## src/rtl/la_scl_pkg.sv

```systemverilog
package la_scl_pkg;
  typedef enum logic [1:0] {
    BAND_FULL    = 2'd0,
    BAND_HALF    = 2'd1,
    BAND_QUARTER = 2'd2,
    BAND_ZERO    = 2'd3
  } band_e;

  localparam int unsigned NUM_LEVELS = 3;
  localparam int unsigned PCT_FULL   = 100;
endpackage

```

## src/rtl/la_scl_thresh.sv

```systemverilog
module la_scl_thresh
  import la_scl_pkg::*;
#(
  parameter int unsigned LA_W  = 8,
  parameter int unsigned PCT_W = 7
) (
  input  logic             clk,
  input  logic             rst_n,
  input  logic             lock,
  input  logic             la_load,
  input  logic [LA_W-1:0]  la_value,
  input  logic             thr_load,
  input  logic [PCT_W-1:0] pct_lo,
  input  logic [PCT_W-1:0] pct_mid,
  input  logic [PCT_W-1:0] pct_hi,
  output logic [LA_W-1:0]  la_q,
  output logic [LA_W-1:0]  lvl_lo,
  output logic [LA_W-1:0]  lvl_mid,
  output logic [LA_W-1:0]  lvl_hi,
  output logic             thr_err_q
);
  localparam int unsigned PROD_W = LA_W + PCT_W;
  localparam logic [PCT_W-1:0]  PCT_MAX = PCT_W'(PCT_FULL);
  localparam logic [PROD_W-1:0] DIVISOR = PROD_W'(PCT_FULL);

  logic [PCT_W-1:0] pct_q [NUM_LEVELS];
  logic [PCT_W-1:0] pct_d [NUM_LEVELS];
  logic [LA_W-1:0]  la_d;
  logic             thr_err_d;
  logic             la_ce;
  logic             thr_ce;
  logic             order_ok;
  logic [LA_W-1:0]  lvl [NUM_LEVELS];

  assign order_ok = (pct_lo <= pct_mid) && (pct_mid <= pct_hi) && (pct_hi <= PCT_MAX);
  assign la_ce    = la_load && !lock;
  assign thr_ce   = thr_load;

  always_comb begin
    la_d      = la_ce ? la_value : la_q;
    thr_err_d = thr_err_q;
    for (int i = 0; i < NUM_LEVELS; i++) pct_d[i] = pct_q[i];
    if (thr_ce) begin
      if (order_ok) begin
        pct_d[0]  = pct_lo;
        pct_d[1]  = pct_mid;
        pct_d[2]  = pct_hi;
        thr_err_d = 1'b0;
      end else begin
        thr_err_d = 1'b1;
      end
    end
  end

  always_ff @(posedge clk or negedge rst_n) begin
    if (!rst_n) begin
      la_q      <= '0;
      thr_err_q <= 1'b0;
      for (int i = 0; i < NUM_LEVELS; i++) pct_q[i] <= '0;
    end else begin
      if (la_ce)  la_q <= la_d;
      if (thr_ce) begin
        thr_err_q <= thr_err_d;
        for (int i = 0; i < NUM_LEVELS; i++) pct_q[i] <= pct_d[i];
      end
    end
  end

  // Absolute levels: percentage of the stored allowance, truncated.
  for (genvar g = 0; g < NUM_LEVELS; g++) begin : g_level
    logic [PROD_W-1:0] prod;
    logic [PROD_W-1:0] quo;
    assign prod   = PROD_W'(pct_q[g]) * PROD_W'(la_q);
    assign quo    = prod / DIVISOR;
    assign lvl[g] = quo[LA_W-1:0];
  end

  assign lvl_lo  = lvl[0];
  assign lvl_mid = lvl[1];
  assign lvl_hi  = lvl[2];

  assert_pct_order_R10: assert property (@(posedge clk) disable iff (!rst_n)
    (pct_q[0] <= pct_q[1]) && (pct_q[1] <= pct_q[2]) && (pct_q[2] <= PCT_MAX));

  assert_bad_write_kept_R10: assert property (@(posedge clk) disable iff (!rst_n)
    (thr_load && !order_ok) |=> (thr_err_q && $stable(lvl_lo) && $stable(lvl_hi)));

  assert_la_locked_R11: assert property (@(posedge clk) disable iff (!rst_n)
    lock |=> $stable(la_q));
endmodule

```

## src/rtl/la_scl_refcnt.sv

```systemverilog
module la_scl_refcnt #(
  parameter int unsigned CNT_W = 3
) (
  input  logic             clk,
  input  logic             rst_n,
  input  logic             inc,
  input  logic             dec,
  output logic [CNT_W-1:0] cnt_q,
  output logic             en_q,
  output logic             uf_q
);
  localparam logic [CNT_W-1:0] CNT_MAX = {CNT_W{1'b1}};
  localparam logic [CNT_W-1:0] CNT_ONE = CNT_W'(1);

  logic [CNT_W-1:0] cnt_d;
  logic             en_d;
  logic             uf_d;
  logic             ce;

  assign ce = inc ^ dec;

  always_comb begin
    cnt_d = cnt_q;
    en_d  = en_q;
    uf_d  = uf_q;
    if (inc && !dec) begin
      if (cnt_q != CNT_MAX) cnt_d = cnt_q + CNT_ONE;
      if (cnt_q == '0)      en_d  = 1'b1;
    end else if (dec && !inc) begin
      if (cnt_q == '0) begin
        uf_d = 1'b1;
      end else begin
        cnt_d = cnt_q - CNT_ONE;
        if (cnt_q == CNT_ONE) en_d = 1'b0;
      end
    end
  end

  always_ff @(posedge clk or negedge rst_n) begin
    if (!rst_n) begin
      cnt_q <= '0;
      en_q  <= 1'b0;
      uf_q  <= 1'b0;
    end else if (ce) begin
      cnt_q <= cnt_d;
      en_q  <= en_d;
      uf_q  <= uf_d;
    end
  end

  assert_no_underflow_R8: assert property (@(posedge clk) disable iff (!rst_n)
    (cnt_q == '0 && dec && !inc) |=> (cnt_q == '0 && uf_q));

  assert_uf_sticky_R8: assert property (@(posedge clk) disable iff (!rst_n)
    uf_q |=> uf_q);

  assert_en_tracks_count_R7: assert property (@(posedge clk) disable iff (!rst_n)
    en_q == (cnt_q != '0));

  assert_both_hold_R7: assert property (@(posedge clk) disable iff (!rst_n)
    (inc && dec) |=> $stable(cnt_q));
endmodule

```

## src/rtl/la_scl_band.sv

```systemverilog
module la_scl_band
  import la_scl_pkg::*;
#(
  parameter int unsigned LA_W = 8
) (
  input  logic            clk,
  input  logic            rst_n,
  input  logic            en,
  input  logic [LA_W-1:0] la,
  input  logic [LA_W-1:0] lvl_lo,
  input  logic [LA_W-1:0] lvl_mid,
  input  logic [LA_W-1:0] lvl_hi,
  input  logic [LA_W-1:0] free_lvl,
  output logic [LA_W-1:0] eff_q
);
  band_e           band;
  logic [LA_W-1:0] eff_d;

  always_comb begin
    if (free_lvl <= lvl_lo)       band = BAND_FULL;
    else if (free_lvl <= lvl_mid) band = BAND_HALF;
    else if (free_lvl <= lvl_hi)  band = BAND_QUARTER;
    else                          band = BAND_ZERO;
  end

  always_comb begin
    if (!en) begin
      eff_d = la;
    end else begin
      unique case (band)
        BAND_FULL:    eff_d = la;
        BAND_HALF:    eff_d = la >> 1;
        BAND_QUARTER: eff_d = la >> 2;
        default:      eff_d = '0;
      endcase
    end
  end

  always_ff @(posedge clk or negedge rst_n) begin
    if (!rst_n) eff_q <= '0;
    else        eff_q <= eff_d;
  end

  assert_passthru_off_R9: assert property (@(posedge clk) disable iff (!rst_n)
    !en |=> (eff_q == $past(la)));

  assert_zero_band_R5: assert property (@(posedge clk) disable iff (!rst_n)
    (en && free_lvl > lvl_hi) |=> (eff_q == '0));

  assert_full_band_R2: assert property (@(posedge clk) disable iff (!rst_n)
    (en && free_lvl <= lvl_lo) |=> (eff_q == $past(la)));

  assert_levels_ordered_R6: assert property (@(posedge clk) disable iff (!rst_n)
    (lvl_lo <= lvl_mid) && (lvl_mid <= lvl_hi) && (lvl_hi <= la));
endmodule

```

## src/rtl/la_scaler.sv

```systemverilog
module la_scaler
  import la_scl_pkg::*;
#(
  parameter int unsigned LA_W  = 8,
  parameter int unsigned PCT_W = 7,
  parameter int unsigned CNT_W = 3
) (
  input  logic             clk,
  input  logic             rst_n,
  input  logic             la_load,
  input  logic [LA_W-1:0]  la_value,
  input  logic             thr_load,
  input  logic [PCT_W-1:0] thr_low_pct,
  input  logic [PCT_W-1:0] thr_mid_pct,
  input  logic [PCT_W-1:0] thr_high_pct,
  input  logic             scale_inc,
  input  logic             scale_dec,
  input  logic [LA_W-1:0]  fifo_free,
  output logic [LA_W-1:0]  eff_la,
  output logic             scale_en,
  output logic             thr_err,
  output logic             cnt_uf_err
);
  logic [LA_W-1:0]  la_q;
  logic [LA_W-1:0]  lvl_lo;
  logic [LA_W-1:0]  lvl_mid;
  logic [LA_W-1:0]  lvl_hi;
  logic [CNT_W-1:0] ref_cnt;
  logic             en_q;

  la_scl_refcnt #(.CNT_W(CNT_W)) u_refcnt (
    .clk   (clk),
    .rst_n (rst_n),
    .inc   (scale_inc),
    .dec   (scale_dec),
    .cnt_q (ref_cnt),
    .en_q  (en_q),
    .uf_q  (cnt_uf_err)
  );

  la_scl_thresh #(.LA_W(LA_W), .PCT_W(PCT_W)) u_thresh (
    .clk       (clk),
    .rst_n     (rst_n),
    .lock      (en_q),
    .la_load   (la_load),
    .la_value  (la_value),
    .thr_load  (thr_load),
    .pct_lo    (thr_low_pct),
    .pct_mid   (thr_mid_pct),
    .pct_hi    (thr_high_pct),
    .la_q      (la_q),
    .lvl_lo    (lvl_lo),
    .lvl_mid   (lvl_mid),
    .lvl_hi    (lvl_hi),
    .thr_err_q (thr_err)
  );

  la_scl_band #(.LA_W(LA_W)) u_band (
    .clk      (clk),
    .rst_n    (rst_n),
    .en       (en_q),
    .la       (la_q),
    .lvl_lo   (lvl_lo),
    .lvl_mid  (lvl_mid),
    .lvl_hi   (lvl_hi),
    .free_lvl (fifo_free),
    .eff_q    (eff_la)
  );

  assign scale_en = en_q;

  assert_en_rise_R7: assert property (@(posedge clk) disable iff (!rst_n)
    $rose(scale_en) |-> $past(scale_inc && !scale_dec));

  assert_en_fall_R7: assert property (@(posedge clk) disable iff (!rst_n)
    $fell(scale_en) |-> $past(scale_dec && !scale_inc));

  assert_eff_bounded_R12: assert property (@(posedge clk) disable iff (!rst_n)
    1'b1 |=> (eff_la <= $past(la_q)));

  assert_ref_cnt_known_R7: assert property (@(posedge clk) disable iff (!rst_n)
    !$isunknown(ref_cnt));
endmodule

```

## config.mk

```make
export PLATFORM = sky130hd
export DESIGN_NAME = la_scaler
export DESIGN_NICKNAME = d
export VERILOG_FILES = /design/src/rtl/la_scl_pkg.sv /design/src/rtl/la_scl_thresh.sv /design/src/rtl/la_scl_refcnt.sv /design/src/rtl/la_scl_band.sv /design/src/rtl/la_scaler.sv
export SDC_FILE = /design/constraint.sdc
export NUM_CORES = 1
export LEC_CHECK = 0
export BUFFER_PORTS_ARGS = -buffer_cell sky130_fd_sc_hd__buf_4
export CORE_MARGIN = 4
export CORE_UTILIZATION = 52
export DETAILED_ROUTE_END_ITERATION = 7
export PLACE_DENSITY = 0.69
export SYNTH_ARGS = -nofsm -noshare
export SYNTH_HDL_FRONTEND = slang
export SYNTH_SLANG_ARGS = --single-unit
```

## constraint.sdc

```tcl
create_clock -name clk -period 13.94 [get_ports clk]
set_input_delay 1.394 -clock clk [delete_from_list [all_inputs] [get_ports clk]]
set_output_delay 1.394 -clock clk [all_outputs]
set_load 0.01 [all_outputs]
```

== Word-level counts from Yosys, hierarchy flattened ==
Cells that the tools add are included.
Word-level totals
  bits in registers: 43
  input bits: 43
Operators by class
  $add $sub $neg: 2
  multiply operators: 3
  divide/modulo/power cells: 3
  magnitude comparators: 6
  eq/ne operators: 8
  multiplexer cells: 15
  bitwise gates (word level): 2
  reduce and logical (&&, ||, !) cells: 15
Operator list (count)
  15-bit by 7-bit divider with 15-bit output (second input constant): 3
  7-bit by 8-bit multiplier with 15-bit output: 3
  8-bit less-or-equal comparator: 3
  8-bit one-hot mux with 3 select lines: 1
  7-bit less-or-equal comparator: 2
  3-bit two-way mux: 4
  8-bit two-way mux: 1
  4-bit AND reduction: 2
  7-bit less-or-equal comparator (second input constant): 1
  1-bit two-way mux: 7
  3-bit inequality test (second input constant): 2
  1-bit logical AND: 5
  5-bit AND reduction: 1
  2-bit two-way mux: 2
  2-bit inequality test (second input constant): 2
  3-bit by 1-bit adder with 3-bit output (second input constant): 1
  3-bit by 1-bit equality test with 1-bit output (second input constant): 1
  1-bit zero test: 3
  3-bit zero test: 1
  3-bit by 1-bit subtractor with 3-bit output (second input constant): 1
  2-bit by 1-bit equality test with 1-bit output (second input constant): 1
  2-bit equality test (second input constant): 1
  2-bit zero test: 1
  2-bit by 1-bit inequality test with 1-bit output (second input constant): 1
  other kinds (4): 4

== Logic depth before layout (Yosys ltp) ==
Gate-level depths: netlist of run 1.
  word-level depth: 9
  gate-level depth with buffers: 45
  gate-level depth less buffers: 41

== By module ==
From an unflattened synthesis of run 1, not the netlist that was laid out.
Second synthesis, totals
  cells, all modules: 1694
  area total of the unflattened synthesis: 14053.5 µm²
Modules (own cells, without submodules)
  la_scl_thresh: instances 1, cells an instance 1554, area an instance 12672.2 µm², sequential area each 750.7 µm²
  la_scl_band: instances 1, cells an instance 104, area an instance 982.2 µm², sequential area each 200.2 µm²
  la_scl_refcnt: instances 1, cells an instance 36, area an instance 399.1 µm², sequential area each 125.1 µm²

== Least setup slack after synthesis of run 1 ==
No wires, ideal clock.
  kind: flip-flop to flip-flop
  start point: reg u_thresh.la_q[3]
  end point: reg u_band.eff_q[0]
  setup time: 0.083 ns
  arrival time: 9.808 ns
  required time: 13.857 ns
  slack: 4.049 ns
  stages on the path, launching flop included: 43
  buffers on the path: 3
  period minus slack after synthesis: 9.891 ns
  cell sequence: dfrtp_1 > clkbuf_1 > and2_1 > fa_1 > inv_1 > fa_1 > inv_1 > fa_1 > inv_1 > fa_1 > inv_1 > ha_1 > clkbuf_1 > nor2_1 > o311ai_0 > nand3_1 > o41ai_1 > nand2_1 > [7 not listed] > o2111ai_1 > nand2_1 > mux2i_1 > o31ai_4 > a21o_1 > a31oi_1 > o311a_1 > nor2_1 > ha_1 > nor2b_1 > o21a_1 > o21ai_0 > nand2b_1 > a21oi_1 > o21ai_0 > o21ai_1 > o21bai_1 > o21ai_0
Between the ends
  longest elaborated chain between the ends: 9
  elaborated cells on any way between the ends: 17
  those cells by class: 3 x mul; 3 x div; 3 x order compare; 2 x eq/ne; 5 x mux; 1 x reduce/logical
RTL lines
  start, declared: line la_scl_thresh.sv:16  | output logic [LA_W-1:0] la_q,
  start signal, assigned: line la_scl_thresh.sv:61  | if (la_ce) la_q <= la_d;
  7-bit by 8-bit multiplier with 15-bit output: line la_scl_thresh.sv:73  | assign prod = PROD_W'(pct_q[g]) * PROD_W'(la_q);
  15-bit by 7-bit divider with 15-bit output: line la_scl_thresh.sv:74  | assign quo = prod / DIVISOR;
  8-bit less-or-equal comparator: line la_scl_band.sv:22  | else if (free_lvl <= lvl_hi) band = BAND_QUARTER;
  1-bit two-way mux: line la_scl_band.sv:22
  2-bit two-way mux: line la_scl_band.sv:21  | else if (free_lvl <= lvl_mid) band = BAND_HALF;
  2-bit two-way mux *: line la_scl_band.sv:20  | if (free_lvl <= lvl_lo) band = BAND_FULL;
  2-bit equality test (tied with other cells): line la_scl_band.sv:30  | unique case (band)
  8-bit one-hot mux with 3 select lines *: line la_scl_band.sv:30
  8-bit two-way mux *: line la_scl_band.sv:27  | if (!en) begin
  via u_band.eff_d[0]: line la_scl_band.sv:17  | logic [LA_W-1:0] eff_d;
  end signal, assigned: line la_scl_band.sv:40  | if (!rst_n) eff_q <= '0;
  end signal, assigned: line la_scl_band.sv:41  | else eff_q <= eff_d;
  end, declared: line la_scl_band.sv:14  | output logic [LA_W-1:0] eff_q
Mark *: on every way through the listed nets, which the timed path passes. The rest lies on a longest branch.
A chain may end at the register's enable or synchronous reset.

== Worst setup path after layout of run 1 ==
  start point: reg u_thresh.la_q[5]
  end point: reg u_band.eff_q[4]
Between the ends
  longest elaborated chain between the ends: 9
  elaborated cells on any way between the ends: 17
  those cells by class: 3 x mul; 3 x div; 3 x order compare; 2 x eq/ne; 5 x mux; 1 x reduce/logical
RTL lines (line)
  7-bit by 8-bit multiplier with 15-bit output: la_scl_thresh.sv:73
  15-bit by 7-bit divider with 15-bit output: la_scl_thresh.sv:74
  8-bit less-or-equal comparator: la_scl_band.sv:22
  1-bit two-way mux: la_scl_band.sv:22
  2-bit two-way mux: la_scl_band.sv:21
  2-bit two-way mux: la_scl_band.sv:20
  2-bit equality test (tied with other cells): la_scl_band.sv:30
  8-bit one-hot mux with 3 select lines *: la_scl_band.sv:30
  8-bit two-way mux *: la_scl_band.sv:27
  via u_band.eff_d[4]: la_scl_band.sv:17
Marked as above.

==> results.json, run 1 <==
{
  "r2r_cells": 40,
  "antenna_found_initial": 0,
  "dr.pass1.iters": 5,
  "numCtsBuffers": 5,
  "crit_path_end_kind": "flop",
  "relSlewSlack_pct": 16.8,
  "ys_ff_latch": 43,
  "cts.repair.resized": 0,
  "fin_crit_ns": 11.60,
  "syn2layout_area_growth_pct": 5.87,
  "status": "completed",
  "drive_gt1_share_pct": 9.84,
  "hold_violations": 0,
  "clk_latency_ns": 0.30,
  "nNetsFinal": 1850,
  "dp_cells": 1892,
  "critPathSlowestCell": "a211oi_1",
  "worst-r2r-setup-slack_ns": 2.34,
  "r2r-start": "u_thresh.la_q[5]",
  "synthFlopType": "dfrtp_1",
  "hpwl_um": 26700,
  "cts-root-buf": "clkbuf_16",
  "grt_pass1_wl_um": 55600,
  "holdPathEnd": "u_refcnt.uf_q",
  "first_global_vias": 11242,
  "port_buffers": 53,
  "crit_path_max_incr_delay_ns": 0.99,
  "synth_top_cell_area_share_pct": 14.1,
  "synth_area_leaders": "ha_1, fa_1, dfrtp_1",
  "synth_area_mm2": 0.0129,
  "synth.distinct_cells": 109,
  "drt_wl_total_um": 33300,
  "cts_tree": "done",
  "drtIter0Drc": 842,
  "routabilityCongestion": 0.939,
  "whs_path_depth": 1,
  "cts_hold_buf": 0,
  "io_pins": 54,
  "r2r-end": "u_band.eff_q[4]",
  "crit_arrival_ns": 11.81,
  "viasPerCell": 6.30,
  "skew_ns": 0.00425,
  "overflow": 0,
  "syn_inst": 1567,
  "start_util_pct": 53.0,
  "drv_slew": 0,
  "finalSetupTns_ns": 0,
  "min_path_type": "flop to flop",
  "core-area_mm2": 0.0243,
  "syn_avg_cell_area_um2": 8.23,
  "track_usage_pct": 24.5,
  "rsz0062_at_grt": "no",
  "cp_max_fo": 25,
  "cts_buffer_depth": 2,
  "critPathRequiredTime_ns": 14.15,
  "min-delay-start": "u_refcnt.uf_q",
  "grt_max_degree": 44,
  "rows": 57,
  "dieArea_mm2": 0.0274,
  "maxCapViolCount": 0,
  "ys_warn_count": 0,
  "syn-num-nets": 1842,
  "fmax_mhz": 86.2,
  "postCtsSetupBuffers": 0,
  "via_count": 11976,
  "cts_sinks": 43,
  "synth_top_cell_by_area": "ha_1",
  "synthArstFlopShare_pct": 100,
  "crit_type": "flop to flop",
  "synth_edf_count": 0,
  "instances_no_fill": 1901,
  "drc": 0,
  "htreeDepth": 2,
  "fp.dieH_um": 165,
  "dieWidth_um": 165,
  "worst_pin_slew_ns": 1.24,
  "seq_area_frac_synth_pct": 8.35,
  "setup_viol_count_final": 0,
  "timing.final.crit_share_pct": 83.2,
  "path_clk_slew_ns": 0.07,
  "critPathLaunchType": "flop",
  "wl_per_cell_um": 17.5,
  "ant_nets": 0
}
-- layout make-up --
type	count	area, um^2
Timing Repair Buffer	56	420
Antenna cell	1	2.50
Fill cell	2297	10700
Clock inverter	3	43.8
Sequential cell	43	1080
Clock buffer	5	125
Inverter	113	437
Tap cell	324	405
Multi-Input combinational cell	1356	11100
-- worst max-delay path by stage --
stage	from	end	slack (ns)	cells after the start
6_report	u_thresh.la_q[5]	u_band.eff_q[4]	2.34	40
5_1_grt	u_thresh.la_q[1]	u_band.eff_q[4]	1.19	39
4_1_cts	u_thresh.la_q[5]	u_band.eff_q[6]	2.37	40
3_5_place_dp	u_thresh.la_q[5]	u_band.eff_q[6]	2.44	40
3_3_place_gp	u_thresh.la_q[6]	u_band.eff_q[6]	2.48	36
2_1_floorplan	u_thresh.la_q[3]	u_band.eff_q[0]	4.05	42
-- stage by stage --
| stage | area [um^2] | hold slack [ns] | utilization [%] | worst slack (ns) |
|---|---|---|---|---|
| 6_report | 13600 | 0.495 | 56.1 | 2.34 |
| 4_1_cts | 13600 | 0.499 | 56.1 | 2.37 |
| 3_5_place_dp | 13500 | 0.480 | 55.4 | 2.44 |
| 2_1_floorplan | 12900 | 0.503 | - | 4.05 |
| 5_1_grt | 13600 | 0.541 | 56.1 | 1.19 |
| 3_3_place_gp | 13500 | 0.483 | 55.4 | 2.48 |
-- kinds of logic after synthesis --
logic type                 Yosys count  synth area share, %
adders and majority gates          238                 28.1
xor gates and xnor gates            50                 3.81
AOI/OAI and AO/OA                  489                 28.3
and+or+nand+nor                    525                 21.7
DFF                                 43                 8.35
buffers and inverters              168                 5.25
muxes                               54                 4.54
-- registers in the layout (all words and copies together) (netlist names) --
register	flops
u_thresh.la_q	8
u_thresh.thr_err_q	1
u_thresh.pct_q	21
u_refcnt.en_q	1
u_band.eff_q	8
u_refcnt.cnt_q	3
u_refcnt.uf_q	1
-- routing by layer --
metal	up-vias	track usage, %	routed length, um
met5	-	0	0
met4	0	4.42	560
met3	33	2.98	1490
met2	283	39.8	15300
met1	5859	35.5	16000
li1	5801	-	-
-- cell usage after synthesis (all sizes together) (13+ instances only) --
| cell type | number |
|---|---|
| a211o | 16 |
| a211oi | 31 |
| a21o | 37 |
| a21oi | 77 |
| a311oi | 14 |
| a31oi | 27 |
| and2 | 149 |
| and3 | 14 |
| buf | 21 |
| clkbuf | 34 |
| dfrtp | 43 |
| fa | 87 |
| ha | 145 |
| inv | 112 |
| mux2 | 36 |
| mux2i | 18 |
| nand2 | 115 |
| nand2b | 17 |
| nand3 | 40 |
| nand4 | 14 |
| nor2 | 77 |
| nor2b | 18 |
| nor3 | 34 |
| o211ai | 23 |
| o21a | 34 |
| o21ai | 80 |
| o22ai | 13 |
| o31ai | 15 |
| or3 | 13 |
| xnor2 | 32 |
| xor2 | 18 |
-- worst max-delay path, delay by kind of cell, from the launching register on --
kind,cells,cell delay [ns]
AO/OA/AOI/OAI,21,5.46
AND/OR/NAND/NOR,8,2.07
buffers and inverters,4,0.22
multiplexers,1,0.34
adder cells (fa/ha/maj),6,2.69
flip-flops,1,0.71
-- layout by cell type (no fill, tap or decap), drive strengths merged, types with 37 or more instances in the layout --
cell / instances
buf: 56
fa: 87
and2: 149
nor2: 77
dfrtp: 43
inv: 112
nand3: 40
ha: 145
a21o: 37
o21ai: 80
nand2: 115
a21oi: 77
Power of run 1 is left out: the tool's default activity adds up to more than one toggle a clock period on the data nets, which glitch-free logic cannot reach.
==> run 2: changes to the inputs <==
--- a/config.mk
+++ b/config.mk
@@ -9,7 +9,7 @@
 export CORE_MARGIN = 4
 export CORE_UTILIZATION = 52
 export DETAILED_ROUTE_END_ITERATION = 7
-export PLACE_DENSITY = 0.69
+export PLACE_DENSITY = 0.72
 export SYNTH_ARGS = -nofsm -noshare
 export SYNTH_HDL_FRONTEND = slang
 export SYNTH_SLANG_ARGS = --single-unit
==> constraint.sdc (replaced) <==
create_clock -name clk -period 10.3 [get_ports clk]
set_input_delay 1.03 -clock clk [delete_from_list [all_inputs] [get_ports clk]]
set_output_delay 1.03 -clock clk [all_outputs]
set_load 0.01 [all_outputs]
==> results.json, run 2 (same netlist as run 1, synthesis figures left out) <==
{
  "wl_per_cell_um": 18.2,
  "timing.final.crit_share_pct": 96.6,
  "htreeDepth": 2,
  "timing.hold.ws_ns": 0.486,
  "routabilityCongestion": 0.952,
  "dieWidth_um": 165,
  "syn2layout_area_growth_pct": 18.0,
  "worst_pin_slew_ns": 1.04,
  "fmax_mhz": 100,
  "status": "completed",
  "post-place-ws_ns": -0.311,
  "crit_arrival_ns": 10.12,
  "viasPerCell": 6.32,
  "critPathLaunchType": "flop",
  "fill_cells": 2016,
  "crit_path_end_kind": "flop",
  "cts-root-buf": "clkbuf_16",
  "antenna_found_initial": 1,
  "maxCapViolCount": 0,
  "cp_max_fo": 7,
  "critPathRequiredTime_ns": 10.47,
  "cts_sinks": 43,
  "setup_slack_ns": 0.346,
  "clk_latency_ns": 0.30,
  "hpwl_um": 28300,
  "crit_path_max_incr_delay_ns": 0.55,
  "skew_ns": 0.00897,
  "regMostFlops": "u_thresh.pct_q",
  "first_global_vias": 11783,
  "start_util_pct": 53.0,
  "min_path_type": "flop to flop",
  "grt_max_degree": 44,
  "seq_area_mm2": 0.00108,
  "relSlewSlack_pct": 30.5,
  "dieArea_mm2": 0.0274,
  "drtIter0Drc": 1185,
  "overflow": 0,
  "track_usage_pct": 25.1,
  "drc": 0,
  "numCtsBuffers": 5,
  "drive_gt1_share_pct": 22.1,
  "layout_common_cells": "buf_4, and2_1, ha_1, inv_1, nand2_1",
  "io_pins": 54,
  "path_clk_slew_ns": 0.07,
  "hold_violations": 0,
  "critPathSlowestCell": "fa_1",
  "setup_viol_count_final": 0,
  "drt_wl_total_um": 36500,
  "fp.dieH_um": 165,
  "final_core_util_pct": 62.5,
  "final_common_cell": "buf_4",
  "fin_crit_ns": 9.95,
  "cts_hold_buf": 0,
  "drv_slew": 0,
  "via_count": 12650,
  "ant_nets": 0,
  "cts_tree": "done",
  "grt_pass1_wl_um": 57400,
  "dr.pass1.iters": 6,
  "nNetsFinal": 1952,
  "crit_type": "flop to flop",
  "multi_input_area_mm2": 0.0119,
  "port_buffers": 53,
  "core-area_mm2": 0.0243,
  "cts_buffer_depth": 2,
  "rows": 57,
  "top_regs": "u_thresh.pct_q (21), u_band.eff_q (8), u_thresh.la_q (8)",
  "largest_reg_flops": 21
}
==> run 2: cell type report <==
type                       instances  area share (%)
sequential                        43            7.11
inverter                         113            2.87
antenna                            1          0.0165
clock buffer                       5           0.823
clock inverter                     3           0.304
multi-input combinational       1357            78.4
timing repair buffer             157            7.86
tap                              324            2.67
==> run 2: per-layer routing <==
layer	track usage, %	wire length (um)	vias to the layer above
met5	0	0	-
met1	35.5	16200	6108
met4	6.22	786	0
met2	41.1	17100	478
li1	-	-	6000
met3	3.13	2390	64
==> run 2: what timing repair did <==
item | 4_1_cts | 5_1_grt
setup buffers | 0 | 28
cloned | 0 | 2
endpoints found under the setup margin | 7 | 8
pin swaps | 2 | 30
gates resized for setup | 15 | 146
==> run 2: path summary, 6_finish.rpt <==
kind                       cells past startpoint            endpoint              start  slack [ns]
min                                            1       u_refcnt.uf_q      u_refcnt.uf_q        0.49
max                                           41     u_band.eff_q[3]  u_thresh.pct_q[3]        0.35
min in group asynchronous                      1  u_thresh.thr_err_q              rst_n        0.72
max in group asynchronous                      1    u_thresh.la_q[3]              rst_n        9.15
max reg2reg                                   41     u_band.eff_q[3]  u_thresh.pct_q[3]        0.35
min reg2reg                                    1       u_refcnt.uf_q      u_refcnt.uf_q        0.49
==> run 2: metrics by stage <==
stage / setup TNS, ns / area (um^2) / instances
6_report: 0 / 15200 / 2003
5_1_grt: -0.459 / 15200 / 2003
4_1_cts: 0 / 14300 / 1972
3_5_place_dp: -1.87 / 14000 / 1964
3_3_place_gp: -1.15 / 14000 / 1964
2_1_floorplan: 0 / 12900 / 1567
==> run 2: worst max-delay path, delay by kind of cell, from the launching register on <==
kind                     cells  cell delay, ns
adder cells (fa/ha/maj)      7            2.96
AND/OR/NAND/NOR              7            1.91
flip-flops                   1            0.45
buffers and inverters        5            0.38
XOR/XNOR                     1            0.19
AO/OA/AOI/OAI               21            3.89
Power of run 2 is left out for the same reason.
